$ cat src/rtl/i2cs_pkg.sv
package i2cs_pkg;

    typedef enum logic [3:0] {
        ST_IDLE,
        ST_ADDR,
        ST_ADDR_ACK,
        ST_REG,
        ST_REG_ACK,
        ST_WDAT,
        ST_WDAT_ACK,
        ST_RDAT,
        ST_RACK
    } slv_state_e;

    // Bus events, all derived from the filtered lines
    typedef struct packed {
        logic start;
        logic stop;
        logic rise;
        logic fall;
        logic sda;
    } bus_ev_t;

    function automatic logic addr_hit(input logic [7:0] rx,
                                      input logic       sel,
                                      input logic [7:0] stored,
                                      input logic [6:0] fixed);
        logic [6:0] want;
        want = sel ? stored[7:1] : fixed;
        return rx[7:1] == want;
    endfunction

endpackage

$ cat src/rtl/i2cs_filt.sv
module i2cs_filt #(
    parameter int   SYNC    = 2,
    parameter int   WIN     = 3,
    parameter logic RST_VAL = 1'b1
) (
    input  logic clk,
    input  logic rst,
    input  logic din,
    output logic dout
);
    logic [SYNC-1:0] sync_q;
    logic [WIN-1:0]  hist;

    always_ff @(posedge clk) begin
        if (rst) begin
            sync_q <= {SYNC{RST_VAL}};
            hist   <= {WIN{RST_VAL}};
            dout   <= RST_VAL;
        end else begin
            sync_q <= {sync_q[SYNC-2:0], din};
            hist   <= {hist[WIN-2:0], sync_q[SYNC-1]};
            if (&hist)
                dout <= 1'b1;
            else if (~|hist)
                dout <= 1'b0;
        end
    end
endmodule

$ cat src/rtl/i2cs_cond.sv
module i2cs_cond
    import i2cs_pkg::*;
(
    input  logic    clk,
    input  logic    rst,
    input  logic    scl_f,
    input  logic    sda_f,
    output bus_ev_t ev
);
    logic scl_p, sda_p;

    always_ff @(posedge clk) begin
        if (rst) begin
            scl_p <= 1'b1;
            sda_p <= 1'b1;
        end else begin
            scl_p <= scl_f;
            sda_p <= sda_f;
        end
    end

    always_comb begin
        ev.start = scl_f & scl_p & sda_p & ~sda_f;
        ev.stop  = scl_f & scl_p & ~sda_p & sda_f;
        ev.rise  = scl_f & ~scl_p;
        ev.fall  = ~scl_f & scl_p;
        ev.sda   = sda_f;
    end
endmodule

$ cat src/rtl/i2cs_ctrl.sv
module i2cs_ctrl
    import i2cs_pkg::*;
#(
    parameter int         AW     = 5,
    parameter int         DW     = 8,
    parameter int         PAGE_W = 1,
    parameter logic [6:0] FIXED  = 7'h51
) (
    input  logic          clk,
    input  logic          rst,
    input  bus_ev_t       ev,
    input  logic          addr_sel,
    input  logic [7:0]    stored_addr,
    input  logic          nv_busy,
    output logic          sda_oe,
    output logic          wr_en,
    output logic [AW-1:0] wr_addr,
    output logic [DW-1:0] wr_data,
    output logic          rd_req,
    output logic [AW-1:0] rd_addr,
    input  logic [DW-1:0] rd_data
);
    localparam int CW = $clog2(DW + 1);

    slv_state_e    st;
    logic [CW-1:0] bitcnt;
    logic [DW-1:0] sh;
    logic [DW-1:0] tx;
    logic [AW-1:0] ptr;
    logic          rw;
    logic          more;
    logic          load_now;

    assign rd_addr  = ptr;
    assign load_now = ev.fall && !ev.start && !ev.stop &&
                      ((st == ST_ADDR_ACK && rw) || (st == ST_RACK && more));
    assign rd_req   = load_now;

    always_ff @(posedge clk) begin
        if (rst) begin
            st      <= ST_IDLE;
            bitcnt  <= '0;
            sh      <= '0;
            tx      <= '0;
            ptr     <= '0;
            rw      <= 1'b0;
            more    <= 1'b0;
            sda_oe  <= 1'b0;
            wr_en   <= 1'b0;
            wr_addr <= '0;
            wr_data <= '0;
        end else begin
            wr_en <= 1'b0;
            if (ev.stop) begin
                st     <= ST_IDLE;
                sda_oe <= 1'b0;
            end else if (ev.start) begin
                st     <= ST_ADDR;
                bitcnt <= '0;
                sda_oe <= 1'b0;
            end else begin
                case (st)
                    ST_ADDR, ST_REG, ST_WDAT: begin
                        if (ev.rise && bitcnt < CW'(DW)) begin
                            sh     <= {sh[DW-2:0], ev.sda};
                            bitcnt <= bitcnt + CW'(1);
                        end else if (ev.fall && bitcnt == CW'(DW)) begin
                            bitcnt <= '0;
                            if (st == ST_ADDR) begin
                                if (addr_hit(sh, addr_sel, stored_addr, FIXED) && !nv_busy) begin
                                    rw     <= sh[0];
                                    sda_oe <= 1'b1;
                                    st     <= ST_ADDR_ACK;
                                end else begin
                                    st <= ST_IDLE;
                                end
                            end else if (st == ST_REG) begin
                                ptr    <= sh[AW-1:0];
                                sda_oe <= 1'b1;
                                st     <= ST_REG_ACK;
                            end else begin
                                wr_en   <= 1'b1;
                                wr_addr <= ptr;
                                wr_data <= sh;
                                ptr     <= {ptr[AW-1:PAGE_W], ptr[PAGE_W-1:0] + PAGE_W'(1)};
                                sda_oe  <= 1'b1;
                                st      <= ST_WDAT_ACK;
                            end
                        end
                    end
                    ST_ADDR_ACK: begin
                        if (ev.fall) begin
                            if (rw) begin
                                tx     <= rd_data;
                                sda_oe <= ~rd_data[DW-1];
                                ptr    <= ptr + AW'(1);
                                bitcnt <= '0;
                                st     <= ST_RDAT;
                            end else begin
                                sda_oe <= 1'b0;
                                st     <= ST_REG;
                            end
                        end
                    end
                    ST_REG_ACK, ST_WDAT_ACK: begin
                        if (ev.fall) begin
                            sda_oe <= 1'b0;
                            st     <= ST_WDAT;
                        end
                    end
                    ST_RDAT: begin
                        if (ev.fall) begin
                            if (bitcnt == CW'(DW - 1)) begin
                                sda_oe <= 1'b0;
                                bitcnt <= '0;
                                st     <= ST_RACK;
                            end else begin
                                sda_oe <= ~tx[DW-2];
                                tx     <= {tx[DW-2:0], 1'b0};
                                bitcnt <= bitcnt + CW'(1);
                            end
                        end
                    end
                    ST_RACK: begin
                        if (ev.rise) begin
                            more <= ~ev.sda;
                        end else if (ev.fall) begin
                            if (more) begin
                                tx     <= rd_data;
                                sda_oe <= ~rd_data[DW-1];
                                ptr    <= ptr + AW'(1);
                                bitcnt <= '0;
                                st     <= ST_RDAT;
                            end else begin
                                st <= ST_IDLE;
                            end
                        end
                    end
                    default: begin
                        sda_oe <= 1'b0;
                    end
                endcase
            end
        end
    end
endmodule

$ cat src/rtl/i2c_pagewrap_slave.sv
module i2c_pagewrap_slave
    import i2cs_pkg::*;
#(
    parameter int         AW     = 5,
    parameter int         DW     = 8,
    parameter int         PAGE_W = 1,
    parameter int         SYNC   = 2,
    parameter int         WIN    = 3,
    parameter logic [6:0] FIXED  = 7'h51
) (
    input  logic          clk,
    input  logic          rst,
    input  logic          scl_in,
    input  logic          sda_in,
    output logic          sda_oe,
    input  logic          addr_sel,
    input  logic [7:0]    stored_addr,
    input  logic          nv_busy,
    output logic          wr_en,
    output logic [AW-1:0] wr_addr,
    output logic [DW-1:0] wr_data,
    output logic          rd_req,
    output logic [AW-1:0] rd_addr,
    input  logic [DW-1:0] rd_data
);
    logic    scl_f, sda_f;
    bus_ev_t ev;
    logic    start_det;

    i2cs_filt #(.SYNC(SYNC), .WIN(WIN), .RST_VAL(1'b1)) u_scl_filt (
        .clk(clk), .rst(rst), .din(scl_in), .dout(scl_f)
    );

    i2cs_filt #(.SYNC(SYNC), .WIN(WIN), .RST_VAL(1'b1)) u_sda_filt (
        .clk(clk), .rst(rst), .din(sda_in), .dout(sda_f)
    );

    i2cs_cond u_cond (
        .clk(clk), .rst(rst), .scl_f(scl_f), .sda_f(sda_f), .ev(ev)
    );

    assign start_det = ev.start;

    i2cs_ctrl #(.AW(AW), .DW(DW), .PAGE_W(PAGE_W), .FIXED(FIXED)) u_ctrl (
        .clk(clk),
        .rst(rst),
        .ev(ev),
        .addr_sel(addr_sel),
        .stored_addr(stored_addr),
        .nv_busy(nv_busy),
        .sda_oe(sda_oe),
        .wr_en(wr_en),
        .wr_addr(wr_addr),
        .wr_data(wr_data),
        .rd_req(rd_req),
        .rd_addr(rd_addr),
        .rd_data(rd_data)
    );
endmodule

$ cat config.mk
export PLATFORM = sky130hd
export DESIGN_NAME = i2c_pagewrap_slave
export DESIGN_NICKNAME = d
export VERILOG_FILES = /design/src/rtl/i2cs_pkg.sv /design/src/rtl/i2cs_filt.sv /design/src/rtl/i2cs_cond.sv /design/src/rtl/i2cs_ctrl.sv /design/src/rtl/i2c_pagewrap_slave.sv
export SDC_FILE = /design/constraint.sdc
export NUM_CORES = 1
export LEC_CHECK = 0
export BUFFER_PORTS_ARGS = -buffer_cell sky130_fd_sc_hd__buf_4
export CAP_MARGIN = 20
export CORE_MARGIN = 4
export CORE_UTILIZATION = 50
export CTS_BUF_LIST = sky130_fd_sc_hd__clkbuf_16
export DETAILED_ROUTE_END_ITERATION = 10
export HOLD_SLACK_MARGIN = 0.15
export PLACE_DENSITY_LB_ADDON = 0.1
export SYNTH_ARGS = -nofsm -noshare
export SYNTH_HDL_FRONTEND = slang
export SYNTH_SLANG_ARGS = --single-unit
$ cat constraint.sdc
create_clock -name clk -period 1.7 [get_ports clk]
set_clock_uncertainty 0.05 [all_clocks]
set_input_delay 0.34 -clock clk [delete_from_list [all_inputs] [get_ports clk]]
set_output_delay 0.34 -clock clk [all_outputs]
set_load 0.05 [all_outputs]
# [After elaboration in Yosys (flattened, before gate mapping)]
# Index checks and enable logic that the tools add are counted.
[word_totals] ff_bits=59 input_bits=22 out_inout_bits=21 word_cells=179
[op_classes] add_sub_neg=3 magnitude_cmp=1 eq_ne=36 n_mux=59 bitwise=20 reduce_logical=39
[ops] operator="$mux W4" n=19
[ops] operator="$mux W7" n=8
[ops] operator="$mux W5" n=9
[ops] operator="$reduce_and A9 Y1" n=4
[ops] operator="$ne A3 B2 Y1 const B" n=8
[ops] operator="$pmux W7 S3" n=1
[ops] operator="$eq A4 B3 Y1 const B" n=5
[ops] operator="$pmux W4 S5" n=1
[ops] operator="$ne A2 B1 Y1 const B" n=9
[ops] operator="$pmux W4 S4" n=1
[ops] operator="$pmux W5 S3" n=1
[ops] operator="$mux W1" n=14
[ops] operator="$reduce_and A7 Y1" n=2
[ops] operator="$not A1 Y1" n=13
[ops] operator="$reduce_and A12 Y1" n=1
[ops] operator="$reduce_or A3 Y1" n=4
[ops] operator="$reduce_and A11 Y1" n=1
[ops] operator="$reduce_and A10 Y1" n=1
[ops] operator="$reduce_bool A5 Y1" n=2
[ops] operator="$ne A3 B3 Y1 const B" n=3
[ops] operator="$eq A4 B2 Y1 const B" n=2
[ops] operator="$eq A4 B4 Y1 const B" n=2
[ops] operator="$logic_and A1 B1 Y1" n=8
[ops] operator="$ne A2 B2 Y1 const B" n=4
[ops] operator="19 further kinds" n=35

# [Longest topological paths before layout]
# Gate-level depths: netlist of the first run.
[depth] depth_word=9 depth_mapped=9 ltp_nobuf=8

# [Modules after synthesis]
# From an unflattened synthesis of the first run, not the netlist that was laid out.
[unflattened] cells_unflattened=338 hier_area_um2=3057.9
[by_module_without_submodules] mod="i2cs_ctrl" instances=1 cells_per_inst=299 area_per_inst_um2=2625.0 seq_area_each_um2=900.9
[by_module_without_submodules] mod="i2cs_filt" instances=2 cells_per_inst=15 area_per_inst_um2=170.2 seq_area_each_um2=120.1
[by_module_without_submodules] mod="i2cs_cond" instances=1 cells_per_inst=9 area_per_inst_um2=92.6 seq_area_each_um2=40.0

# [Worst setup path before layout of the first run]
# OpenSTA, ideal clock, no wires.
[synth_path] path_kind="register to output" from="reg u_ctrl.st[2]" to="out rd_req" arrival_time_ps=1810 t_required_ps=1310 slack_ps=-500 stages_incl_launch_ff=4 path_buffers=1 cell_sequence="dfxtp_1 -> or2_2 -> buf_2 -> nor3_1"
[synth_between] elab_chain_len=4 elab_cells_between_ends=6 cone_classes="eq/ne: 2; reduce/logical: 4"
[synth_lines] element="start, declared" line_no="i2cs_ctrl.sv:25" source="slv_state_e st;"
[synth_lines] element="start signal, assigned" line_no="i2cs_ctrl.sv:41" source="st <= ST_IDLE;"
[synth_lines] element="start signal, assigned" line_no="i2cs_ctrl.sv:55" source="st <= ST_IDLE;"
[synth_lines] element="start signal, assigned" line_no="i2cs_ctrl.sv:58" source="st <= ST_ADDR;"
[synth_lines] element="$eq A4 B2 Y1 or $eq A4 B4 Y1 (tied branches)" line_no="i2cs_ctrl.sv:36" source="((st == ST_ADDR_ACK && rw) || (st == ST_RACK && more));"
[synth_lines] element="$logic_and A1 B1 Y1" line_no="i2cs_ctrl.sv:36"
[synth_lines] element="$logic_or A1 B1 Y1 *" line_no="i2cs_ctrl.sv:36"
[synth_lines] element="$logic_and A1 B1 Y1 *" line_no="i2cs_ctrl.sv:35" source="assign load_now = ev.fall && !ev.start && !ev.stop &&"
[synth_lines] element="end, declared" line_no="i2c_pagewrap_slave.sv:22" source="output logic rd_req,"
# Mark *: on every way between the ends. The rest lies on a longest branch, timed or not.

# [Worst setup path in the final report of the first run]
[layout_path] from="reg u_ctrl.st[0]" to="reg u_ctrl.st[0]"
[layout_between] elab_chain_len=6 elab_cells_between_ends=25 cone_classes="eq/ne: 16; mux: 5; reduce/logical: 4"
[layout_lines] element="$eq A4 B1 Y1" line_no="i2cs_ctrl.sv:62, i2cs_ctrl.sv:69"
[layout_lines] element="$mux W4" line_no="i2cs_ctrl.sv:69" source="if (st == ST_ADDR) begin"
[layout_lines] element="$mux W4" line_no="i2cs_ctrl.sv:67" source="end else if (ev.fall && bitcnt == CW'(DW)) begin"
[layout_lines] element="$mux W4" line_no="i2cs_ctrl.sv:64" source="if (ev.rise && bitcnt < CW'(DW)) begin"
[layout_lines] element="$pmux W4 S5" line_no="i2cs_ctrl.sv:62" source="case (st)"
[layout_lines] element="$mux W1" line_no="i2cs_ctrl.sv:57" source="end else if (ev.start) begin"
# Several ways; a longest one is shown, not always the timed one. The select of a mux whose other input is x is not followed.
# A chain may end at the register's enable or synchronous reset.

==> results of run 1 <==
==> per-stage QoR <==
| step | area, µm² | power, mW |
|---|---|---|
| 6_report | 4870 | 5.06 |
| 5_1_grt | 4870 | 5.24 |
| 4_1_cts | 4690 | 4.74 |
| 3_5_place_dp | 3930 | 2.66 |
| 3_3_place_gp | 3930 | 2.65 |
| 2_1_floorplan | 3120 | 2.17 |
==> cells by family (layout without fill, tap and decap cells) <==
kind of cell,count (synthesis),count (layout)
flip-flops,59,59
AND/OR/NAND/NOR,149,150
buffers and inverters,31,157
adder cells (fa/ha/maj),3,3
XOR/XNOR,4,4
multiplexers,31,31
AO/OA/AOI/OAI,78,78
==> worst max-delay path: stages (launching register included) <==
cell and delay, ns:
dfxtp_4 0.37, buf_4 0.16, nand2b_1 0.16, a21boi_0 0.15, o21a_1 0.22, o22ai_4 0.26
buf_4 0.19, nor2_4 0.04, a2111oi_2 0.32
==> state kept, by name (all words and copies together) (netlist names) <==
register           flops
u_scl_filt.hist        3
u_cond.sda_p           1
u_ctrl.sh              8
u_sda_filt.sync_q      2
u_sda_filt.hist        3
u_ctrl.sda_oe          1
u_ctrl.wr_addr         5
u_ctrl.rw              1
u_ctrl.st              4
u_sda_filt.dout        1
u_ctrl.tx              7
u_ctrl.rd_addr         5
u_ctrl.bitcnt          4
u_ctrl.more            1
u_ctrl.wr_en           1
u_ctrl.wr_data         8
u_scl_filt.dout        1
u_scl_filt.sync_q      2
u_cond.scl_p           1
==> layout make-up <==
type,instances,area (µm²)
Clock inverter,7,83.8
Clock buffer,9,225
Tap cell,75,93.8
Inverter,11,41.3
Sequential cell,59,1200
Multi-Input combinational cell,266,2170
Fill cell,384,1080
Timing Repair Buffer,130,1060
==> cell usage in the layout (no fill, tap or decap), types with 3 or more instances in the layout <==
cell type  instances
buf_4            114
dfxtp_1           52
nor2_1            44
mux2i_1           30
nand2_1           17
or2_2             15
buf_6             13
nand2b_1          12
a21oi_2           10
inv_1             10
clkbuf_16         10
nor2_4             9
o21ai_0            8
a21oi_1            8
a211oi_2           7
nor2_2             5
or2_4              4
a31oi_1            4
nand3_1            4
dfxtp_4            4
nor2b_4            3
or3b_4             3
o31ai_2            3
xor2_1             3
nand4_1            3
clkinv_1           3
dfxtp_2            3
==> power by group through the flow <==
stage	Combinational [mW]	Sequential [mW]	Clock (mW)
6_report	1.68	1.50	1.88
5_1_grt	1.78	1.50	1.96
4_1_cts	1.35	1.49	1.90
3_5_place_dp	1.15	1.50	0
3_3_place_gp	1.14	1.50	0
2_1_floorplan	0.660	1.51	0
==> metal layers <==
| layer | wire [µm] | up-vias | part of all wire, % | GRT usage (%) |
|---|---|---|---|---|
| met2 | 4720 | 110 | 49 | 41.5 |
| li1 | - | 1505 | - | - |
| met3 | 477 | 33 | 5.0 | 3.99 |
| met5 | 0 | - | 0 | 0 |
| met4 | 290 | 0 | 3.0 | 10.2 |
| met1 | 4140 | 1552 | 43 | 32.3 |
==> repair_timing <==
action,CTS,global route
cloned,3,0
hold endpoints to repair,1,0
pin swaps,25,26
hold buffers,1,0
buffers inserted,11,11
gates resized for setup,72,45
endpoints found under the setup margin,44,45
==> path summary, 6_finish.rpt <==
path | from | endpoint | slack [ns]
worst min-delay path | scl_in | u_scl_filt.sync_q[0] | 0.16
worst max-delay path | u_ctrl.st[0] | u_ctrl.st[0] | -0.33
worst max register to register | u_ctrl.st[0] | u_ctrl.st[0] | -0.33
worst min register to register | u_scl_filt.sync_q[1] | u_scl_filt.hist[0] | 0.36
==> impl_metrics.csv, run 1 <==
group,metric,value,unit
global_route,grt_pass1_vias,2985,
timing,setup_viol,36,
route,num_vias,3200,
timing,slew-limit-headroom,74.0,%
hold_path,holdPathStages,2,
power_and_ir_drop,p_leak,2.19,nW
timing,rsz0062_at_grt,"true",
global_route,gr-total-overflow,0,
floorplan,die_y,86.6,µm
cells_and_area,syn2layout_area_growth,57.7,%
yosys,ys.warnings.count,0,
timing,period_minus_slack,2.03,ns
placement,dp_hpwl,5.73,mm
floorplan,initial_core_util,51.9,%
power_and_ir_drop,clkPwrFrac,37.2,%
cts,path_clk_slew,0.06,ns
worst_setup_path,reg2reg_depth,8,
cts,clockRootBuffer,"clkbuf_16",
yosys,synth_compound_gate_area_share,19.6,%
yosys,synth_edf_count,0,
yosys,synth_area,0.00309,mm²
cells_and_area,final_util,81.8,%
route,post_drt_wl_per_cell,17.3,µm
yosys,synthAdderAreaFrac,1.22,%
yosys,netlist-cell-type-count,66,
cts,clk_latency,0.33,ns
worst_setup_path,endpoint_kind,"flip-flop",
global_route,grt_pass1_wl,14.7,mm
yosys,syn_inst,355,
timing,fmax,494,MHz
yosys,synth_ff_type,"dfxtp_1",
global_route,grt_usage,25.0,%
worst_setup_path,cp.arrival,2.18,ns
run,max_cap_viol_count,0,
power_and_ir_drop,switching_power,1.50,mW
cts,cts_max_level,3,
route,ant_nets,0,
placement,pre_cts_slack,-0.348,ns
yosys,async_reset_ff_share,0,%
cts,cts_sinks,59,
yosys,synth.area.top_cells,"dfxtp_1 38%, mux2i_1 9.7%, nor2_1 7.0%, or2_2 3.6%, nand2b_1 2.8%",
floorplan,die-area,0.00750,mm²
floorplan,rows,28,
yosys,synth.largest_area_cell,"dfxtp_1",
placement,dp_cells,518,
yosys,synth_common_cells,"59 x dfxtp_1, 58 x nor2_1, 30 x mux2i_1",
power_and_ir_drop,combPwrFrac,33.2,%
yosys,yosys.area_share.simple,25.0,%
yosys,synth-xor-area-share,1.13,%
timing,fin_crit_sh,119,%
hold_path,worstHoldPathType,"primary input to flip-flop",
timing,maxSlewViolCount,0,
floorplan,die_width,86.6,µm
yosys,synth-seq-cells,59,
cells_and_area,final-instance-count-excl-fill,557,
cells_and_area,final_layout_size_suffix_gt1_share,51.9,%
power_and_ir_drop,power_density,1040,mW/mm²
yosys,yosysTopAreaCellShare,38.2,%
yosys,synth_area_per_cell,8.70,µm²
timing,finalSetupTns,-3.81,ns
route,wirelength,9.62,mm
yosys,synth_most_common_cell,"dfxtp_1",
route,drc_errors,0,
run_status,status,"complete, but fails checks",
placement,gp_congestion,0.895,
placement,port_buffers,41,
timing,timing.hold.ws,0.157,ns
power_and_ir_drop,power_frac_seq,29.7,%
floorplan,num_io_pins,43,
yosys,synthMuxAreaShare,10.1,%
route,drt_iter0_drc,176,
yosys,synth_top_family_by_area,"simple AND/OR/NAND/NOR gates",
global_route,grt_max_degree,30,
cells_and_area,diodes,0,
cts,clk_path_buf_depth,2,
power_and_ir_drop,switching_share,29.6,%
cts,cts_tree,"built",
worst_setup_path,worst_ep_required_time,1.85,ns
timing,hold_viol,0,
worst_setup_path,cp_max_fo,7,
cells_and_area,nets,502,
power_and_ir_drop,ir_worst_vdd,0.925,mV
global_route,antenna_found_initial,0,
yosys,synth_seq_area_share,38.2,%
cts,numCtsBuffers,9,
route,firstDrtPassIters,5,
yosys,syn_nets,380,
worst_setup_path,cp-start-kind,"flip-flop",
route,viasPerCell,5.75,
timing,setup_slack,-0.326,ns
run_status,violations,"setup timing",
timing,worst_slew_pin_slew,0.390,ns
floorplan,core,0.00596,mm²
power_and_ir_drop,p_int,3.56,mW
worst_setup_path,crit_type,"flip-flop to flip-flop",
No activity file was read; power rests on OpenSTA's default activity.
==> inputs of run 2 (changes only) <==
Settings changed: CAP_MARGIN 20 to not set, CORE_UTILIZATION 50 to 25.
==> impl_metrics.csv, run 2 (synthesis gave the netlist of run 1 again) <==
group,metric,value,unit
run_status,status,"complete, but fails checks",
run_status,violations,"setup timing",
timing,hold_viol,0,
power_and_ir_drop,power_density,975,mW/mm²
floorplan,initial_core_util,25.6,%
worst_setup_path,crit_path_max_incr_delay,0.33,ns
timing,worst_slew_pin_slew,0.460,ns
route,wl_met2,4.35,mm
route,post_drt_wl_per_cell,14.4,µm
cts,path_clk_slew,0.05,ns
worst_setup_path,cp_max_fo,7,
cts,cts_tree,"built",
worst_setup_path,cp_top_family,"buffers and inverters",
route,viasPerCell,4.50,
cts,numCtsBuffers,9,
timing,period_minus_slack,1.96,ns
floorplan,num_io_pins,43,
global_route,grt_usage,13.8,%
global_route,grt_max_degree,34,
cts,clockRootBuffer,"clkbuf_16",
floorplan,rows,40,
run,max_cap_viol_count,0,
cts,clk_latency,0.34,ns
global_route,gr-total-overflow,0,
global_route,grt_pass1_vias,2966,
placement,pre_cts_slack,-0.292,ns
route,wirelength,9.54,mm
cts,cts_sinks,59,
power_and_ir_drop,ir_worst_vdd,0.441,mV
timing,fmax,510,MHz
cells_and_area,final_layout_size_suffix_gt1_share,50.1,%
timing,rsz0062_at_grt,"true",
power_and_ir_drop,switching_share,30.1,%
route,drc_errors,0,
cells_and_area,diodes,0,
power_and_ir_drop,combPwrFrac,33.8,%
timing,fin_crit_sh,115,%
timing,slew-limit-headroom,69.3,%
placement,port_buffers,41,
floorplan,die_width,119,µm
worst_setup_path,worst_ep_required_time,1.86,ns
worst_setup_path,crit_type,"flip-flop to flip-flop",
floorplan,die-area,0.0142,mm²
cts,cts_max_level,3,
power_and_ir_drop,power_frac_seq,30.3,%
placement,dp_hpwl,6.50,mm
floorplan,core,0.0121,mm²
timing,setup_viol,33,
power_and_ir_drop,switching_power,1.48,mW
route,num_vias,2984,
floorplan,die_y,119,µm
route,highest_layer,"met4",
cts,clk_path_buf_depth,2,
global_route,grt_pass1_wl,15.4,mm
timing,maxSlewViolCount,0,
cells_and_area,nets,515,
worst_setup_path,cp.arrival,2.12,ns
hold_path,worstHoldPathType,"primary input to flip-flop",
cells_and_area,reg_top3,"u_ctrl.sh x8, u_ctrl.wr_data x8, u_ctrl.tx x7",
power_and_ir_drop,p_int,3.44,mW
timing,setup_slack,-0.260,ns
power_and_ir_drop,clkPwrFrac,36.0,%
cells_and_area,final_cell_mix,"118 x buf_4, 53 x nor2_1, 51 x dfxtp_1, 29 x mux2i_1, 20 x buf_6",
route,wl_met1,4.72,mm
route,firstDrtPassIters,4,
cells_and_area,syn2layout_area_growth,63.4,%
worst_setup_path,cp_slowest_cell,"dfxtp_2",
placement,gp_congestion,0.815,
route,met3_length,242,µm
worst_setup_path,cp_num_buf_inv,3,
power_and_ir_drop,p_leak,2.23,nW
worst_setup_path,cp-start-kind,"flip-flop",
worst_setup_path,crit_top_cell,"buf_6",
global_route,antenna_found_initial,0,
cells_and_area,final_common_cell,"buf_4",
worst_setup_path,crit_chain,"buf_6 -> ha_4 -> and3b_2 -> buf_6 -> o21ai_2 -> nand2_1 -> a211oi_2 -> buf_4 -> nand2b_4 -> a21oi_2",
route,drt_iter0_drc,108,
route,ant_nets,0,
worst_setup_path,endpoint_kind,"flip-flop",
timing,finalSetupTns,-3.63,ns
run 2: cell types whose count changed in the layout (fill, tap and decap cells not counted), sizes merged:
cell / change
clkinv: +1
dlygate4sd3: +1
inv: -1
buf: +12
bufinv: -1
clkinvlp: +1
run 2: path summary, 6_finish.rpt:
path | from | end | slack [ns] | depth (start not counted)
hold / removal | rd_data[0] | u_ctrl.tx[0] | 0.24 | 3
setup reg to reg | u_ctrl.bitcnt[1] | u_ctrl.tx[0] | -0.26 | 10
hold reg to reg | u_scl_filt.sync_q[0] | u_scl_filt.sync_q[1] | 0.36 | 1
setup / recovery | u_ctrl.bitcnt[1] | u_ctrl.tx[0] | -0.26 | 10
run 2: timing repair:
| action | CTS | global route |
|---|---|---|
| resized for setup | 66 | 40 |
| hold buffers | 2 | 0 |
| endpoints found under the setup margin | 44 | 44 |
| pin swaps | 16 | 26 |
| setup buffers | 15 | 5 |
| hold endpoints to repair | 2 | 0 |
| cloned | 2 | 1 |
run 2: routing by layer:
layer	up-vias	track usage (%)
met3	19	2.85
met1	1395	18.5
li1	1535	-
met2	35	21.1
met5	-	0
met4	0	6.66
run 2: stage by stage:
stage	instances	utilization, %	total power [mW]	hold WS (ns)	instance area [µm²]
6_report	663	41.9	4.92	0.237	5050
5_1_grt	663	41.9	5.15	0.250	5050
4_1_cts	657	40.2	4.86	0.213	4850
3_5_place_dp	622	34.2	2.71	0.346	4120
3_3_place_gp	622	34.2	2.72	0.342	4120
2_1_floorplan	355	-	2.17	0.339	3120
run 2: power by group through the flow:
stage	combinational [mW]	sequential [mW]	clock [mW]
2_1_floorplan	0.660	1.51	0
3_3_place_gp	1.21	1.50	0
3_5_place_dp	1.21	1.50	0
4_1_cts	1.54	1.48	1.84
5_1_grt	1.79	1.49	1.87
6_report	1.66	1.49	1.77
run 2: final cells by class:
| type | count | area [µm²] |
|---|---|---|
| multi-input cells | 266 | 2120 |
| repair buffers | 143 | 1200 |
| fillers | 1193 | 7010 |
| flip-flops and latches | 59 | 1200 |
| clock buffers | 9 | 225 |
| clock inverters | 7 | 58.8 |
| well taps | 168 | 210 |
| inverters | 11 | 41.3 |
run 2: tightest hold or removal path, stage by stage:
cell,delay [ns]
buf_4,0.11
nand3_1,0.08
a21oi_2,0.05
